$ cat config.mk
export PLATFORM = sky130hd
export DESIGN_NAME = prog_logic_array
export DESIGN_NICKNAME = d
export VERILOG_FILES = /design/src/rtl/pla_pkg.sv /design/src/rtl/pla_load_fsm.sv /design/src/rtl/pla_and_plane.sv /design/src/rtl/pla_or_plane.sv /design/src/rtl/prog_logic_array.sv
export SDC_FILE = /design/constraint.sdc
export NUM_CORES = 1
export LEC_CHECK = 0
export ABC_AREA = 0
export CAP_MARGIN = 15
export CORE_MARGIN = 2
export CORE_UTILIZATION = 57
export CTS_BUF_LIST = sky130_fd_sc_hd__clkbuf_8
export CTS_CLUSTER_DIAMETER = 150
export DETAILED_ROUTE_END_ITERATION = 6
export DONT_BUFFER_PORTS = 1
export GPL_ROUTABILITY_DRIVEN = 0
export PLACE_DENSITY = 0.75
export SYNTH_ARGS = -nofsm -noshare
export SYNTH_HDL_FRONTEND = slang
export SYNTH_SLANG_ARGS = --single-unit
$ cat constraint.sdc
create_clock -name clk -period 1.7 [get_ports clk]
set_clock_uncertainty 0.15 [all_clocks]
set_input_delay 0.255 -clock clk [delete_from_list [all_inputs] [get_ports clk]]
set_output_delay 0.255 -clock clk [all_outputs]
set_load 0.005 [all_outputs]
$ cat src/rtl/pla_pkg.sv
`timescale 1ns/1ps
package pla_pkg;

    // Two-bit code held for each (term, input) crossing of the AND plane
    typedef enum logic [1:0] {
        CELL_DC   = 2'b00,
        CELL_TRUE = 2'b01,
        CELL_COMP = 2'b10,
        CELL_ZERO = 2'b11
    } cell_e;

    // States of the configuration load machine
    typedef enum logic {
        ST_IDLE   = 1'b0,
        ST_COMMIT = 1'b1
    } load_state_e;

    // Plane selected by a configuration word
    typedef enum logic {
        TGT_AND = 1'b0,
        TGT_OR  = 1'b1
    } target_e;

    function automatic int unsigned max2(input int unsigned a, input int unsigned b);
        return (a > b) ? a : b;
    endfunction

    function automatic int unsigned idx_bits(input int unsigned count);
        return ($clog2(count) < 1) ? 1 : $clog2(count);
    endfunction

endpackage

$ cat src/rtl/pla_load_fsm.sv
`timescale 1ns/1ps
module pla_load_fsm
    import pla_pkg::*;
#(
    parameter int IDX_W  = 2,
    parameter int DATA_W = 6
) (
    input  logic              clk,
    input  logic              rst_n,
    input  logic              cfg_valid,
    input  logic              cfg_target,
    input  logic [IDX_W-1:0]  cfg_index,
    input  logic [DATA_W-1:0] cfg_data,
    output logic              cfg_ready,
    output logic              commit_en,
    output logic              commit_target,
    output logic [IDX_W-1:0]  commit_index,
    output logic [DATA_W-1:0] commit_data
);

    load_state_e state_q;
    load_state_e state_nx;

    // State register
    always_ff @(posedge clk) begin
        if (!rst_n) begin
            state_q <= ST_IDLE;
        end else begin
            state_q <= state_nx;
        end
    end

    // Transitions: ACCEPT (IDLE -> COMMIT), RETIRE (COMMIT -> IDLE)
    always_comb begin
        state_nx = state_q;
        unique case (state_q)
            ST_IDLE:   if (cfg_valid) state_nx = ST_COMMIT;
            ST_COMMIT: state_nx = ST_IDLE;
        endcase
    end

    // Capture of the offered word on ACCEPT
    always_ff @(posedge clk) begin
        if (!rst_n) begin
            commit_target <= 1'b0;
            commit_index  <= '0;
            commit_data   <= '0;
        end else if (state_q == ST_IDLE && cfg_valid) begin
            commit_target <= cfg_target;
            commit_index  <= cfg_index;
            commit_data   <= cfg_data;
        end
    end

    // Outputs decoded from the state
    always_comb begin
        cfg_ready = 1'b0;
        commit_en = 1'b0;
        unique case (state_q)
            ST_IDLE:   cfg_ready = 1'b1;
            ST_COMMIT: commit_en = 1'b1;
        endcase
    end

endmodule

$ cat src/rtl/pla_and_plane.sv
`timescale 1ns/1ps
module pla_and_plane
    import pla_pkg::*;
#(
    parameter int NUM_IN    = 3,
    parameter int NUM_TERMS = 4,
    parameter int IDX_W     = 2,
    localparam int ROW_W    = 2 * NUM_IN
) (
    input  logic                       clk,
    input  logic                       rst_n,
    input  logic                       commit_en,
    input  logic                       commit_target,
    input  logic [IDX_W-1:0]           commit_index,
    input  logic [ROW_W-1:0]           commit_row,
    input  logic [NUM_IN-1:0]          pla_in,
    output logic [NUM_TERMS*ROW_W-1:0] and_cfg_flat,
    output logic [NUM_TERMS-1:0]       term_vec
);

    for (genvar t = 0; t < NUM_TERMS; t++) begin : g_term
        logic [ROW_W-1:0] row_q;
        logic             term_hit;

        always_ff @(posedge clk) begin
            if (!rst_n) begin
                row_q <= '0;
            end else if (commit_en && commit_target == TGT_AND &&
                         commit_index == IDX_W'(t)) begin
                row_q <= commit_row;
            end
        end

        always_comb begin
            term_hit = 1'b1;
            for (int i = 0; i < NUM_IN; i++) begin
                unique case (cell_e'(row_q[2*i +: 2]))
                    CELL_DC:   term_hit = term_hit;
                    CELL_TRUE: term_hit = term_hit & pla_in[i];
                    CELL_COMP: term_hit = term_hit & ~pla_in[i];
                    CELL_ZERO: term_hit = 1'b0;
                endcase
            end
        end

        assign and_cfg_flat[t*ROW_W +: ROW_W] = row_q;
        assign term_vec[t] = term_hit;
    end

endmodule

$ cat src/rtl/pla_or_plane.sv
`timescale 1ns/1ps
module pla_or_plane
    import pla_pkg::*;
#(
    parameter int NUM_TERMS = 4,
    parameter int NUM_OUT   = 2,
    parameter int IDX_W     = 2,
    localparam int SET_W    = NUM_TERMS + 1
) (
    input  logic                         clk,
    input  logic                         rst_n,
    input  logic                         commit_en,
    input  logic                         commit_target,
    input  logic [IDX_W-1:0]             commit_index,
    input  logic [SET_W-1:0]             commit_set,
    input  logic [NUM_TERMS-1:0]         term_vec,
    output logic [NUM_OUT*NUM_TERMS-1:0] or_mask_flat,
    output logic [NUM_OUT-1:0]           or_pol,
    output logic [NUM_OUT-1:0]           pla_out
);

    for (genvar o = 0; o < NUM_OUT; o++) begin : g_out
        logic [NUM_TERMS-1:0] mask_q;
        logic                 pol_q;

        always_ff @(posedge clk) begin
            if (!rst_n) begin
                mask_q <= '0;
                pol_q  <= 1'b0;
            end else if (commit_en && commit_target == TGT_OR &&
                         commit_index == IDX_W'(o)) begin
                mask_q <= commit_set[NUM_TERMS-1:0];
                pol_q  <= commit_set[NUM_TERMS];
            end
        end

        assign or_mask_flat[o*NUM_TERMS +: NUM_TERMS] = mask_q;
        assign or_pol[o]  = pol_q;
        assign pla_out[o] = (|(term_vec & mask_q)) ^ pol_q;
    end

endmodule

$ cat src/rtl/prog_logic_array.sv
`timescale 1ns/1ps
module prog_logic_array
    import pla_pkg::*;
#(
    parameter int NUM_IN    = 3,
    parameter int NUM_TERMS = 4,
    parameter int NUM_OUT   = 2,
    localparam int IDX_W    = idx_bits(max2(NUM_TERMS, NUM_OUT)),
    localparam int ROW_W    = 2 * NUM_IN,
    localparam int SET_W    = NUM_TERMS + 1,
    localparam int DATA_W   = max2(ROW_W, SET_W)
) (
    input  logic              clk,
    input  logic              rst_n,
    input  logic              cfg_valid,
    output logic              cfg_ready,
    input  logic              cfg_target,
    input  logic [IDX_W-1:0]  cfg_index,
    input  logic [DATA_W-1:0] cfg_data,
    input  logic [NUM_IN-1:0] pla_in,
    output logic [NUM_OUT-1:0] pla_out
);

    logic                         commit_en;
    logic                         commit_target;
    logic [IDX_W-1:0]             commit_index;
    logic [DATA_W-1:0]            commit_data;
    logic [NUM_TERMS*ROW_W-1:0]   and_cfg_flat;
    logic [NUM_TERMS-1:0]         term_vec;
    logic [NUM_OUT*NUM_TERMS-1:0] or_mask_flat;
    logic [NUM_OUT-1:0]           or_pol;

    pla_load_fsm #(
        .IDX_W  (IDX_W),
        .DATA_W (DATA_W)
    ) u_load (
        .clk           (clk),
        .rst_n         (rst_n),
        .cfg_valid     (cfg_valid),
        .cfg_target    (cfg_target),
        .cfg_index     (cfg_index),
        .cfg_data      (cfg_data),
        .cfg_ready     (cfg_ready),
        .commit_en     (commit_en),
        .commit_target (commit_target),
        .commit_index  (commit_index),
        .commit_data   (commit_data)
    );

    pla_and_plane #(
        .NUM_IN    (NUM_IN),
        .NUM_TERMS (NUM_TERMS),
        .IDX_W     (IDX_W)
    ) u_and (
        .clk           (clk),
        .rst_n         (rst_n),
        .commit_en     (commit_en),
        .commit_target (commit_target),
        .commit_index  (commit_index),
        .commit_row    (commit_data[ROW_W-1:0]),
        .pla_in        (pla_in),
        .and_cfg_flat  (and_cfg_flat),
        .term_vec      (term_vec)
    );

    pla_or_plane #(
        .NUM_TERMS (NUM_TERMS),
        .NUM_OUT   (NUM_OUT),
        .IDX_W     (IDX_W)
    ) u_or (
        .clk           (clk),
        .rst_n         (rst_n),
        .commit_en     (commit_en),
        .commit_target (commit_target),
        .commit_index  (commit_index),
        .commit_set    (commit_data[SET_W-1:0]),
        .term_vec      (term_vec),
        .or_mask_flat  (or_mask_flat),
        .or_pol        (or_pol),
        .pla_out       (pla_out)
    );

endmodule

# Yosys cells after proc, flatten, opt, wreduce, memory -nomap -nowiden
# Cells that the tools add are included.
[word_totals]
regBits = 44
latchBits = 0
ramBits = 0
romBits = 0
out_inout_bits = 3
memories = 0
[classes]
n_addsub = 0
mul = 0
n_div = 0
magnitude_cmp = 0
n_eq_ne = 39
shift = 0
mux = 16
bitwise = 25
reduce_logical = 24
[ops]
columns = ["cell", "count"]
rows = [
  ["$eq A2 B2 Y1 const B", 26],
  ["$pmux W1 S4", 12],
  ["$eq A2 B1 Y1 const B", 13],
  ["$logic_not A2 Y1", 13],
  ["$and A1 B1 Y1", 16],
  ["$logic_and A1 B1 Y1", 9],
  ["$and A4 B4 Y4", 2],
  ["$reduce_or A4 Y1", 2],
  ["$not A1 Y1", 5],
  ["$mux W1", 3],
  ["$pmux W1 S2", 1],
  ["$xor A1 B1 Y1", 2],
]

# Logic depth before layout (Yosys ltp)
[depth]
depth_word = 9
mapped_depth = 7
mapped_depth_nobuf = 7

# Cells and area by module
# Synthesis repeated with hierarchy kept, for this count alone.
[unflattened]
hier_cells = 239
hier_area_um2 = 2127.0
[by_module_without_submodules]
columns = ["mod", "instances", "cells_per_inst", "area_each_um2", "seq_area_each_um2"]
rows = [
  ["pla_and_plane", 1, 149, 1276.2, 480.5],
  ["pla_or_plane", 1, 47, 435.4, 200.2],
  ["pla_load_fsm", 1, 43, 415.4, 200.2],
]

# Worst setup path before layout
# Ideal clock, no wire load.
[synth_path]
kind = "register -> output"
from = "reg u_and.g_term[1].row_q[2]"
to = "out pla_out[0]"
arrival_time_ps = 1524
required_time_ps = 1295
slack_ps = -229
path_stages_with_launch = 8
n_path_buf = 0
cell_sequence = "dfxtp_1 inv_1 ha_1 or2_2 o211ai_2 nor3b_1 nor4_1 xnor2_1"
[synth_via]
elab_chain_len = 7
[synth_lines]
columns = ["item", "line_no", "text"]
rows = [
  ["start, declared", "pla_and_plane.sv:22", "logic [ROW_W-1:0] row_q;"],
  ["start signal, assigned", "pla_and_plane.sv:30", "row_q <= commit_row;"],
  ["$eq A2 B2 Y1, or another cell as far along", "pla_and_plane.sv:37", "unique case (cell_e'(row_q[2*i +: 2]))"],
  ["$pmux W1 S4 (*)", "pla_and_plane.sv:37", ""],
  ["$and A1 B1 Y1, on equally long branches", "pla_and_plane.sv:40, pla_and_plane.sv:39", ""],
  ["$pmux W1 S4 (*)", "pla_and_plane.sv:37", ""],
  ["$and A4 B4 Y4 (*)", "pla_or_plane.sv:39", "assign pla_out[o] = (|(term_vec & mask_q)) ^ pol_q;"],
  ["$reduce_or A4 Y1 (*)", "pla_or_plane.sv:39", ""],
  ["$xor A1 B1 Y1 (*)", "pla_or_plane.sv:39", ""],
  ["end, declared", "prog_logic_array.sv:21", "output logic [NUM_OUT-1:0] pla_out"],
]
# Every way passes the cells marked *; elsewhere a longest branch is shown, timed or not.

# Worst setup path after layout
# Same ends and word-level chain as after synthesis.

==> flow_results.org <==
** Run status
- The run finished, with violations left.
- The checks that failed: setup timing.

** Final layout
- In the final layout, the share of cells above drive strength 1 is 27.3%.
- Layout Area Growth over Synthesis :: 26.4%
- Final #Nets :: 301
- # fillers :: 239
- Diodes inserted :: 0
- Post-route cell area :: 2830 µm²
- Core Util, Final :: 76.3%

** Worst setup path
- The largest individual stage delay along the critical path comes from the cell dfxtp_2.
- Of all nets on the critical path, the largest fanout is 2.
- The largest single stage delay on the critical path is 330 ps.
- Data arrives at the worst endpoint at 1880 ps.
- STA classifies the critical path startpoint as a flop.
- Worst Setup Path Type :: reg2out
- The worst setup path is captured at an output port.
- Data required time at the worst endpoint :: 1290 ps
- Crit-path cells :: inv_2, buf_6, ha_4, xor2_2, o211ai_4, nor3b_2, nor4_2, xnor2_1

** Clock tree
- CTS tree :: built
- CTS saw 44 sinks.
- The later pin in the worst-skew pair is clocked with a latency of 300 ps.
- CTS Root Cell :: clkbuf_8
- Clk buf depth :: 2
- Number of buffers added by the clock tree synthesis step :: 5
- Clock-pin slew was measured on the worst setup and hold paths at 90 ps.
- In this run the number of H-tree levels came out at 2.

** STA
- Top achievable clock speed :: 438 MHz
- Smallest setup slack after layout :: -583 ps
- Setup TNS after final layout :: -1110 ps
- The number of hold violations in the final report came to 0.
- Final number of setup-violating endpoints :: 2
- On the final layout, the worst hold slack is 117 ps.
- Slew margin rel. :: 75.1%
- Dividing the final minimum period by the clock period gives 134%.
- Period minus WS final :: 2280 ps
- At the pin with the least slew margin, the transition time is 364 ps.
- Count of final max-slew check failures :: 0
- RSZ-0062 raised after global routing :: yes

** Route
- Via count :: 1665
- After detailed routing, the total wire length is 4720 µm.
- Ratio of routed vias to standard cells :: 5.22
- Remaining antenna violation count :: 0
- Number of remaining DRC errors :: 0
- Number of DRC markers after the initial detailed-route iteration :: 47
- The first TritonRoute pass finished after 4 iterations.
- Average routed wire per standard cell :: 14.8 µm

** Floorplan
- Once the floorplan was initialized, standard cells occupied 60.3% of the core.
- The floorplan step defined a die boundary enclosing 4450 µm².
- 18 I/O pins were placed.
- Core outline area :: 3720 µm²
- Die height :: 66.7 µm
- In this run the horizontal extent of the chip is 66.7 µm.
- Row Count :: 22

** Yosys
- Largest family of logic cells by synthesized area :: simple AND/OR/NAND/NOR gates
- Simple-gate share of the synthesized area :: 22.7%
- Post-synth top area share :: 39.3%
- The number of nets in the synthesized netlist is 270.
- After synthesis, flip-flops and latches occupy 39.3% of the total area.
- Summing the areas of all fa, ha and maj instances in the mapped netlist gives 8.93% of the synthesized area.
- After Yosys synthesis, XOR and XNOR cells account for 3.91% of the synthesized area.
- Most used standard cells in the synthesized netlist :: dfxtp_1, nor2b_1, mux2i_1
- After synthesis the cells add up to 2240 µm².
- Compound-Gate Fraction of Synth Area :: 8.59%
- In this run, synthesis produced a sequential element count of 44.
- The synthesized design spends more area on one cell type than any other, namely dfxtp_1.
- Of the post-synthesis cell area, the part taken by muxes is 11.7%.
- Yosys warnings :: 0
- Number of distinct library cells after synthesis :: 29
- Yosys attributes the largest share of cell area to dfxtp_1, mux2i_1, nor2b_1.
- Dominant cell by count in the synthesized netlist :: dfxtp_1
- Commonest register cell after synthesis :: dfxtp_1
- Fraction of registers with async set/reset :: 0%
- Synthesis handed over a netlist of 239 instances.
- Syn_area_per_cell :: 9.38 µm²
- Number of synthesized flops with an enable pin :: 0

** Power and ir drop
- Of the total power, the share spent switching nets is 23.6%.
- Internal cell power :: 1.57 mW
- Max IR drop VDD :: 614 µV
- Pwr dens :: 725 nW/µm²
- Share of total power in the clock network :: 40.4%
- In this run the static leakage power is 1.13 nW.
- Sequential cells account for 52.5% of the total power.
- Combinational power share :: 7.1%
- NetSw :: 484 µW

** GRT
- Total global routing overflow :: 0
- Tot GR Track Use :: 22.9%
- The via count of the first global-routing pass is 1595.
- First-pass GRT wire length :: 7490 µm
- Number of antenna violations at the first check in global routing :: 0
- Largest net degree at the start of global routing :: 45

** Worst hold path
- In this run the worst hold path is classified as in2reg.

** Placement
- Before CTS, the worst setup slack after placement is -325 ps.
- Detailed placement ended at an HPWL of 2980 µm.
- After detailed placement, the total cell area comes to 2420 µm².
- Count of port buffers added during placement :: 0

** Flow run
- Max-cap violations in this run came to 0.
[worst max-delay path: cells and delay by family, from the launching register on]
family | cells | cell delay [ps]
AO/OA/AOI/OAI | 1 | 200
XOR/XNOR | 2 | 330
adder cells (fa/ha/maj) | 1 | 150
buffers and inverters | 2 | 170
flip-flops | 1 | 330
AND/OR/NAND/NOR | 2 | 400
[per-layer routing]
layer | up-vias | share of wire [%] | global-route usage (%)
li1 | 853 | - | -
met1 | 775 | 47 | 28.6
met2 | 28 | 48 | 39.1
met3 | 9 | 3.3 | 5.24
met4 | 0 | 1.6 | 6.89
met5 | - | 0 | 0
[kinds of logic (layout without fill, tap and decap cells)]
kind of cell / after synthesis / in the layout
XOR/XNOR: 10 / 10
AND/OR/NAND/NOR: 88 / 88
flip-flops: 44 / 44
adder cells (fa/ha/maj): 16 / 16
AO/OA/AOI/OAI: 29 / 29
multiplexers: 26 / 26
buffers and inverters: 26 / 58
[area by class of cell]
class	count	area [µm²]	area share, %
Sequential cell	44	888	31.3
Tap cell	48	60.1	2.12
Clock buffer	5	68.8	2.43
Multi-Input combinational cell	169	1410	49.7
Inverter	17	63.8	2.25
Timing Repair Buffer	33	299	10.6
Clock inverter	3	46.3	1.63
[what timing repair did]
item,in CTS,in global routing
setup buffers,1,2
pin swaps,10,6
hold buffers,10,0
gates resized for setup,19,14
setup endpoints to repair,2,4
endpoints found under the hold margin,44,0
[placed cells by master, fill, tap and decap left out, drive strengths merged, types with 3 or more instances in the layout]
master,count
dfxtp,44
nor2b,36
mux2i,25
buf,24
nand2,20
inv,18
a21oi,17
ha,16
nor2,12
a21boi,9
dlygate4sd3,9
xor2,8
nor3b,6
clkbuf,5
or2,3
o211ai,3
nor4,3
[state kept, by name, summed over array words and instances, names as in the netlist]
register	flops
u_and.g_term.row_q	24
u_or.g_out.mask_q	8
u_load.commit_index	2
u_load.state_q	1
u_load.commit_data	6
u_load.commit_target	1
u_or.g_out.pol_q	2
[worst paths after layout]
path	startpoint	to	slack [ps]	cells after the start
setup reg to reg	u_load.state_q	u_and.g_term[1].row_q[1]	180	4
hold reg to reg	u_and.g_term[3].row_q[4]	u_and.g_term[3].row_q[4]	370	2
setup / recovery	u_and.g_term[1].row_q[2]	pla_out[0]	-580	8
hold / removal	rst_n	u_and.g_term[1].row_q[3]	120	2
[power by group through the flow]
stage               combinational (mW)  sequential, mW  clock, mW
floorplan                       0.0957            1.09          0
finish                           0.146            1.08      0.829
global placement                0.0990            1.10          0
detailed placement               0.102            1.10          0
CTS                              0.142            1.08      0.837
global route                     0.159            1.08      0.881
[stage by stage]
step                      instances  power, mW
after global placement          298       1.20
final                           319       2.05
after CTS                       317       2.06
after global routing            319       2.12
after floorplan                 239       1.18
after detailed placement        298       1.20
Power figures use the tool's default switching activity.
